`src/rtl/sdinit_pkg.sv`:
```
package sdinit_pkg;

    // Command codes are {cs_n, ras_n, cas_n, we_n}
    typedef enum logic [3:0] {
        CMD_MRS = 4'b0000,
        CMD_REF = 4'b0001,
        CMD_PRE = 4'b0010,
        CMD_NOP = 4'b0111
    } sdcmd_e;

    typedef enum logic [2:0] {
        ST_PWRUP,
        ST_PRE,
        ST_PRE_GAP,
        ST_REF,
        ST_REF_GAP,
        ST_MRS,
        ST_MRS_GAP,
        ST_READY
    } seq_state_e;

    function automatic logic [2:0] burst_code(input int unsigned blen);
        case (blen)
            1:       return 3'b000;
            2:       return 3'b001;
            4:       return 3'b010;
            8:       return 3'b011;
            default: return 3'b111;
        endcase
    endfunction

    // Mode word: burst length code, sequential order, CAS latency,
    // programmed-burst writes, reserved bits zero.
    function automatic logic [31:0] mode_word(input int unsigned cas_lat,
                                              input int unsigned blen);
        logic [31:0] w;
        w        = '0;
        w[2:0]   = burst_code(blen);
        w[3]     = 1'b0;
        w[6:4]   = cas_lat[2:0];
        w[9]     = 1'b0;
        return w;
    endfunction

endpackage

```
`src/rtl/sdinit_countdown.sv`:
```
module sdinit_countdown #(
    parameter int unsigned CNT_W   = 15,
    parameter int unsigned RST_VAL = 100
) (
    input  logic             clk,
    input  logic             rst_n,
    input  logic             load,
    input  logic [CNT_W-1:0] load_val,
    output logic             zero
);

    logic [CNT_W-1:0] count_q;

    always_ff @(posedge clk or negedge rst_n) begin
        if (!rst_n) begin
            count_q <= CNT_W'(RST_VAL);
        end else if (load) begin
            count_q <= load_val;
        end else if (count_q != '0) begin
            count_q <= count_q - 1'b1;
        end
    end

    assign zero = (count_q == '0);

endmodule

```
`src/rtl/sdinit_pin_drive.sv`:
```
module sdinit_pin_drive
    import sdinit_pkg::*;
#(
    parameter int unsigned ROW_W     = 13,
    parameter int unsigned BANK_W    = 2,
    parameter int unsigned DQM_W     = 2,
    parameter int unsigned PALL_BIT  = 10,
    parameter logic [31:0] MODE_BITS = 32'h32
) (
    input  logic              clk,
    input  logic              rst_n,
    input  sdcmd_e            cmd_d,
    output logic              sd_cke,
    output logic              sd_cs_n,
    output logic              sd_ras_n,
    output logic              sd_cas_n,
    output logic              sd_we_n,
    output logic [BANK_W-1:0] sd_ba,
    output logic [ROW_W-1:0]  sd_addr,
    output logic [DQM_W-1:0]  sd_dqm,
    output logic              sd_dq_oe
);

    logic [ROW_W-1:0] addr_d;

    // Each address bit carries either a mode-word bit or the all-banks flag
    for (genvar b = 0; b < ROW_W; b++) begin : g_addr
        if (b == PALL_BIT) begin : g_pall
            assign addr_d[b] = (cmd_d == CMD_PRE) ||
                               ((cmd_d == CMD_MRS) && MODE_BITS[b]);
        end else begin : g_plain
            assign addr_d[b] = (cmd_d == CMD_MRS) && MODE_BITS[b];
        end
    end

    always_ff @(posedge clk or negedge rst_n) begin
        if (!rst_n) begin
            {sd_cs_n, sd_ras_n, sd_cas_n, sd_we_n} <= CMD_NOP;
            sd_addr  <= '0;
            sd_ba    <= '0;
            sd_dqm   <= '1;
            sd_cke   <= 1'b1;
            sd_dq_oe <= 1'b0;
        end else begin
            {sd_cs_n, sd_ras_n, sd_cas_n, sd_we_n} <= cmd_d;
            sd_addr  <= addr_d;
            sd_ba    <= '0;
            sd_dqm   <= '1;
            sd_cke   <= 1'b1;
            sd_dq_oe <= 1'b0;
        end
    end

endmodule

```
`src/rtl/sdram_powerup_seq.sv`:
```
module sdram_powerup_seq
    import sdinit_pkg::*;
#(
    parameter int unsigned PWRUP_CYCLES = 28600,
    parameter int unsigned PRE_GAP      = 2,
    parameter int unsigned REF_COUNT    = 8,
    parameter int unsigned REF_GAP      = 9,
    parameter int unsigned MRS_GAP      = 2,
    parameter int unsigned CAS_LAT      = 3,
    parameter int unsigned BURST_LEN    = 4,
    parameter int unsigned ROW_W        = 13,
    parameter int unsigned BANK_W       = 2,
    parameter int unsigned DQM_W        = 2,
    parameter int unsigned PALL_BIT     = 10
) (
    input  logic              clk,
    input  logic              rst_n,
    output logic              sd_cke,
    output logic              sd_cs_n,
    output logic              sd_ras_n,
    output logic              sd_cas_n,
    output logic              sd_we_n,
    output logic [BANK_W-1:0] sd_ba,
    output logic [ROW_W-1:0]  sd_addr,
    output logic [DQM_W-1:0]  sd_dqm,
    output logic              sd_dq_oe,
    output logic              init_done
);

    localparam int unsigned TMR_W     = $clog2(PWRUP_CYCLES + 1);
    localparam int unsigned REFC_W    = $clog2(REF_COUNT + 1);
    localparam logic [31:0] MODE_BITS = mode_word(CAS_LAT, BURST_LEN);

    seq_state_e        state_q, state_d;
    logic              tmr_load;
    logic [TMR_W-1:0]  tmr_val;
    logic              tmr_zero;
    logic [REFC_W-1:0] ref_cnt_q;
    logic              ref_inc;
    logic              last_ref;
    sdcmd_e            cmd_d;
    logic              done_q;

    sdinit_countdown #(
        .CNT_W   (TMR_W),
        .RST_VAL (PWRUP_CYCLES)
    ) u_wait (
        .clk      (clk),
        .rst_n    (rst_n),
        .load     (tmr_load),
        .load_val (tmr_val),
        .zero     (tmr_zero)
    );

    assign last_ref = (ref_cnt_q == REFC_W'(REF_COUNT - 1));

    always_ff @(posedge clk or negedge rst_n) begin
        if (!rst_n) begin
            ref_cnt_q <= '0;
        end else if (ref_inc) begin
            ref_cnt_q <= ref_cnt_q + 1'b1;
        end
    end

    // Transition logic
    always_comb begin
        state_d  = state_q;
        tmr_load = 1'b0;
        tmr_val  = '0;
        ref_inc  = 1'b0;
        unique case (state_q)
            ST_PWRUP: begin
                if (tmr_zero) state_d = ST_PRE;
            end
            ST_PRE: begin
                state_d  = ST_PRE_GAP;
                tmr_load = 1'b1;
                tmr_val  = TMR_W'(PRE_GAP - 1);
            end
            ST_PRE_GAP: begin
                if (tmr_zero) state_d = ST_REF;
            end
            ST_REF: begin
                state_d  = ST_REF_GAP;
                tmr_load = 1'b1;
                tmr_val  = TMR_W'(REF_GAP - 1);
            end
            ST_REF_GAP: begin
                if (tmr_zero) begin
                    if (last_ref) begin
                        state_d = ST_MRS;
                    end else begin
                        state_d = ST_REF;
                        ref_inc = 1'b1;
                    end
                end
            end
            ST_MRS: begin
                state_d  = ST_MRS_GAP;
                tmr_load = 1'b1;
                tmr_val  = TMR_W'(MRS_GAP - 1);
            end
            ST_MRS_GAP: begin
                if (tmr_zero) state_d = ST_READY;
            end
            ST_READY: begin
                state_d = ST_READY;
            end
            default: begin
                state_d = ST_PWRUP;
            end
        endcase
    end

    // State register
    always_ff @(posedge clk or negedge rst_n) begin
        if (!rst_n) begin
            state_q <= ST_PWRUP;
        end else begin
            state_q <= state_d;
        end
    end

    // Output decode, registered together with the state
    always_comb begin
        unique case (state_d)
            ST_PRE:  cmd_d = CMD_PRE;
            ST_REF:  cmd_d = CMD_REF;
            ST_MRS:  cmd_d = CMD_MRS;
            default: cmd_d = CMD_NOP;
        endcase
    end

    always_ff @(posedge clk or negedge rst_n) begin
        if (!rst_n) begin
            done_q <= 1'b0;
        end else begin
            done_q <= (state_d == ST_READY);
        end
    end

    assign init_done = done_q;

    sdinit_pin_drive #(
        .ROW_W     (ROW_W),
        .BANK_W    (BANK_W),
        .DQM_W     (DQM_W),
        .PALL_BIT  (PALL_BIT),
        .MODE_BITS (MODE_BITS)
    ) u_pins (
        .clk      (clk),
        .rst_n    (rst_n),
        .cmd_d    (cmd_d),
        .sd_cke   (sd_cke),
        .sd_cs_n  (sd_cs_n),
        .sd_ras_n (sd_ras_n),
        .sd_cas_n (sd_cas_n),
        .sd_we_n  (sd_we_n),
        .sd_ba    (sd_ba),
        .sd_addr  (sd_addr),
        .sd_dqm   (sd_dqm),
        .sd_dq_oe (sd_dq_oe)
    );

endmodule

```
`config.mk`:
```
export PLATFORM = sky130hd
export DESIGN_NAME = sdram_powerup_seq
export DESIGN_NICKNAME = d
export VERILOG_FILES = /design/src/rtl/sdinit_pkg.sv /design/src/rtl/sdinit_countdown.sv /design/src/rtl/sdinit_pin_drive.sv /design/src/rtl/sdram_powerup_seq.sv
export SDC_FILE = /design/constraint.sdc
export NUM_CORES = 1
export LEC_CHECK = 0
export BUFFER_PORTS_ARGS = -buffer_cell sky130_fd_sc_hd__buf_2
export CAP_MARGIN = 25
export CORE_MARGIN = 2
export CORE_UTILIZATION = 50
export DETAILED_ROUTE_END_ITERATION = 10
export PLACE_DENSITY = 0.72
export RECOVER_POWER = 50
export SLEW_MARGIN = 10
export SYNTH_ARGS = -nofsm -noshare
export SYNTH_HDL_FRONTEND = slang
export SYNTH_HIERARCHICAL = 1
export SYNTH_SLANG_ARGS = --single-unit
```
`constraint.sdc`:
```
create_clock -name clk -period 7.6 [get_ports clk]
set_input_delay 0 -clock clk [delete_from_list [all_inputs] [get_ports clk]]
set_output_delay 0 -clock clk [all_outputs]
set_load 0.05 [all_outputs]
```
# Word-level counts from Yosys, hierarchy flattened
# Index checks and enable logic that the tools add are counted.
# totals
reg_bits	30
latchBits	0
mem_bits_rw	0
mem_bits_ro	0
out_inout_bits	24
word_cells	44
memories	0
# op_classes
addsub	2
multipliers	0
n_div	0
order_cmp	0
eq_ne	13
shift	0
mux	14
bitwise_logic	0
n_reduce_logical	7
# op_table
op	n
two-way mux 15 bit	2
one-hot mux 3 bit (8 select lines)	1
equality test 3 bit, second input constant	6
logical NOT 15 bit	1
two-way mux 3 bit	5
nonzero test 15 bit	1
subtractor 15 x 1 -> 15 bit, second input constant	1
equality test 3 x 2 -> 1 bit, second input constant	4
one-hot mux 3 bit (3 select lines)	1
one-hot mux 4 bit (2 select lines)	1
equality test 3 x 1 -> 1 bit, second input constant	2
adder 4 x 1 -> 4 bit, second input constant	1
equality test 4 x 3 -> 1 bit, second input constant	1
logical NOT 4 bit	1
two-way mux 1 bit	4
logical NOT 3 bit	1
OR reduction 3 bit	1
nonzero test 2 bit	1
OR reduction 2 bit	1

# Depth between registers and ports, before layout
# logic_depth
word_depth	7
ltp_mapped	7
depth_no_buf	7

# Hierarchy
# The synthesis kept the hierarchy.
# by_module_without_submodules
mod	n_inst	cells_each	area_each_um2
sdinit_countdown	1	79	842.1
sdram_powerup_seq	1	43	427.9
sdinit_pin_drive	1	27	316.6

# Least setup slack after synthesis
# OpenSTA, ideal clock, no wires.
# synth_path
path_kind	reg-to-reg
from	register u_wait.count_q[0]
to	register ref_cnt_q[1]
arrival_time_ns	2.452
path_slack_ns	5.023
stages_incl_launch_ff	8
n_path_buf	0
path_cell_list	dfrtp_1 inv_1 ha_1 or4b_1 nor4b_4 and4bb_4 nand2_4 mux2_4
# synth_via
elab_chain_len	3
# synth_lines
element	line_no	source
from (decl)	sdinit_countdown.sv:12	logic [CNT_W-1:0] count_q;
from (signal assigned)	sdinit_countdown.sv:16	count_q <= CNT_W'(RST_VAL);
from (signal assigned)	sdinit_countdown.sv:18	count_q <= load_val;
from (signal assigned)	sdinit_countdown.sv:20	count_q <= count_q - 1'b1;
logical NOT 15 bit	sdinit_countdown.sv:24	assign zero = (count_q == '0);
named net tmr_zero	sdram_powerup_seq.sv:37	logic tmr_zero;
two-way mux 1 bit	sdram_powerup_seq.sv:89	if (tmr_zero) begin
two-way mux 1 bit	sdram_powerup_seq.sv:71	unique case (state_q)
to (signal assigned)	sdram_powerup_seq.sv:61	ref_cnt_q <= ref_cnt_q + 1'b1;
to (decl)	sdram_powerup_seq.sv:38	logic [REFC_W-1:0] ref_cnt_q;
# The timed path passes the listed nets, and every way through them passes these cells.
# A chain may end at the register's enable or synchronous reset.

# Worst setup path after layout
# Ends and elaborated chain as after synthesis.

==> metrics.csv <==
metric,value,unit
status,"finished, violations left",
failing checks,"capacitance limit, slew limit",
vias in the first global route,1002,
Routed wire per std cell,12.0,um
Synth Area in XOR/XNOR,7.18,%
RSZ-0062 raised after global routing,no,
IO buf count,10,
cell accounting for the most synthesized area,dfrtp_1,
"Hold Violations, Final",0,
fin crit share,37.6,%
CTS max path bufs,2,
Die Ht,60.3,um
"Max FO, Critical Path",14,
grt total ovfl,0,
Ys Warns,6,
Lkg Pwr,0.786,nW
Worst-path clk slew,100,ps
Max IR drop VDD,0.133,mV
Syn Area/Cell,10.6,sq um
post-synthesis cell count,149,
Setup TNS,0,ps
Area growth syn-to-layout,10.0,%
final wirelength,2620,um
post-synthesis mux area share,1.66,%
CTS root buf,clkbuf_4,
Post-Synthesis Cell Area,0.00159,sq mm
"CP delay by family, top",simple AND/OR/NAND/NOR gates,
sequential element share of the synthesized area,46.8,%
DRC errors left,0,
Yosys reg bits,29,
worst slew pin tran,1520,ps
worst path buffer plus inverter count,1,
initial core utilization,52.4,%
slowest library cell on the worst path,nor4b_4,
Tmin final,2850,ps
crit-path cells,inv_1 -> ha_1 -> or4b_1 -> nor4b_4 -> and4bb_4 -> nand2_4 -> mux2_4,
die area,0.00364,sq mm
Synth Area in Adders,1.58,%
R2R setup slack,4750,ps
final setup violation count,0,
H-tree depth,2,
clk_lat worst skew,340,ps
Rows,20,
Layout Skew,7.22,ps
distinct cell type count after synthesis,44,
largest net degree at the start of global routing,30,
core area,0.00303,sq mm
hpwl dp,1800,um
CTS sink cnt,29,
Min-Delay Path Class,reg -> reg,
Area contributors post-synth,"dfrtp_1, dfstp_2, buf_4, xor2_1, a22o_1",
Slew Limit Fails,30,
P per Cell Area,192,mW/mm^2
max cap viols,1,
die width,60.3,um
Via density,4.93,
post-route ant nets,0,
Post-Layout Cell Count,218,
post-CTS sizing,0,
Synth Area in Simple Gates,19.9,%
via count,1075,
initial DRC count,27,
largest family of logic cells by synthesized area,simple AND/OR/NAND/NOR gates,
Post-synth top flop,dfrtp_1,
Tot GR Track Use,16.8,%
"FFs w/ async S/R, synth",100,%
antenna diode count,0,
FMAX,350,MHz
worst setup slack after layout,4750,ps
slowest cell delay on critical path,740,ps
Post-synth EDFFs,0,
"most common cell after layout, fill and taps aside",conb_1,
RePlAce Congestion,0.714,
arrival time at the worst endpoint,3090,ps
Critical Path RT,7830,ps
CTS tree,yes,
post-place setup slack,4750,ps
post-CTS setup buffers,0,
type of the worst setup path,reg -> reg,
cell count after placement,209,
Nets,177,
first-pass iteration count of the detailed router,4,
CP Launch Type,flop,
Rel. slew slack,-1.12,%
most frequent cells in the layout,"conb_1, dfrtp_1, dfstp_2, nand2_1, xor2_1",
I/O Pins,26,
Yosys top cell area share,25.2,%
complex-gate fraction of the synthesized area,11.6,%
initial antenna violation count,0,
first-pass GRT wire length,4390,um
total CTS buffers,5,
layout cells sized above 1,20.1,%
Setup crit end kind,flop,
## final cells by class
type	instances	area, sq um
Timing Repair Buffer	11	53.8
Fill cell	267	1280
Sequential cell	29	742
Clock buffer	5	37.5
Inverter	3	11.3
Multi-Input combinational cell	123	781
Clock inverter	3	65.1
Tap cell	44	55.1
## per-layer routing
| layer | global-route usage [%] | wire [um] |
|---|---|---|
| met2 | 25.3 | 1190 |
| met5 | 0 | 0 |
| met4 | 10.8 | 29 |
| met3 | 5.33 | 142 |
| met1 | 20.7 | 1250 |
## flip-flops by register name, indices dropped and copies added, names as in the netlist
register,count
init_done,1
u_pins/sd_cs_n,1
u_wait/count_q,15
u_pins/sd_addr,2
state_q,3
u_pins/sd_ras_n,1
u_pins/sd_we_n,1
ref_cnt_q,4
u_pins/sd_cas_n,1
## cells in the mapped netlist (2+ instances only)
library cell   n
buf_4         18
dfrtp_1       16
dfstp_2       13
nand2_1       11
xor2_1         9
a22o_1         8
nor2_1         8
a21oi_1        5
nor3_1         5
o31ai_1        4
or4_1          4
xnor2_1        4
clkbuf_1       3
conb_1         3
inv_1          3
o21ai_0        3
and3_1         2
ha_1           2
nand3_1        2
or3_1          2
## path summary, 6_finish.rpt
path                               startpoint            endpoint  cells after the start
max                         u_wait/count_q[0]        ref_cnt_q[1]                      7
min                        u_wait/count_q[14]  u_wait/count_q[14]                      2
max reg2reg                 u_wait/count_q[0]        ref_cnt_q[1]                      7
min reg2reg                u_wait/count_q[14]  u_wait/count_q[14]                      2
max in group asynchronous               rst_n   u_wait/count_q[2]                      2
min in group asynchronous               rst_n   u_wait/count_q[1]                      2
## worst register-to-register path, stage by stage, from the launching register on
cell and delay (ps):
dfrtp_1 400, inv_1 90, ha_1 200, or4b_1 550, nor4b_4 740, and4bb_4 400, nand2_4 70, mux2_4 300
## logic make-up (layout without fill, tap and decap cells)
kind of cell | Yosys count | after routing
compound gates | 26 | 26
xor+xnor | 13 | 13
fa+ha+maj | 2 | 2
buf+inv | 25 | 22
flops | 29 | 29
mux | 2 | 2
other cells | 3 | 31
simple gates | 49 | 49
## report_power, final
part,internal [mW],switching (mW),total [mW]
registers,0.155,0.0000740,0.155
logic,0.000626,0.0213,0.0220
clock network,0.102,0.0564,0.158
total,0.257,0.0778,0.335
## per-stage QoR
stage / total power [mW] / hold WS [ps] / instance area [sq um] / util (%)
global route: 0.346 / 511 / 1750 / 57.6
finish: 0.335 / 486 / 1750 / 57.6
detailed placement: 0.179 / 67.7 / 1640 / 54.1
CTS: 0.338 / 233 / 1750 / 57.9
global placement: 0.179 / 54.7 / 1640 / 54.1
floorplan: 0.182 / -296 / 1690 / -
## what timing repair did
item | in CTS | in global routing
setup endpoints to repair | 0 | 0
hold buffers | 1 | 0
endpoints found under the hold margin | 16 | 0
No activity file was read; power rests on OpenSTA's default activity.
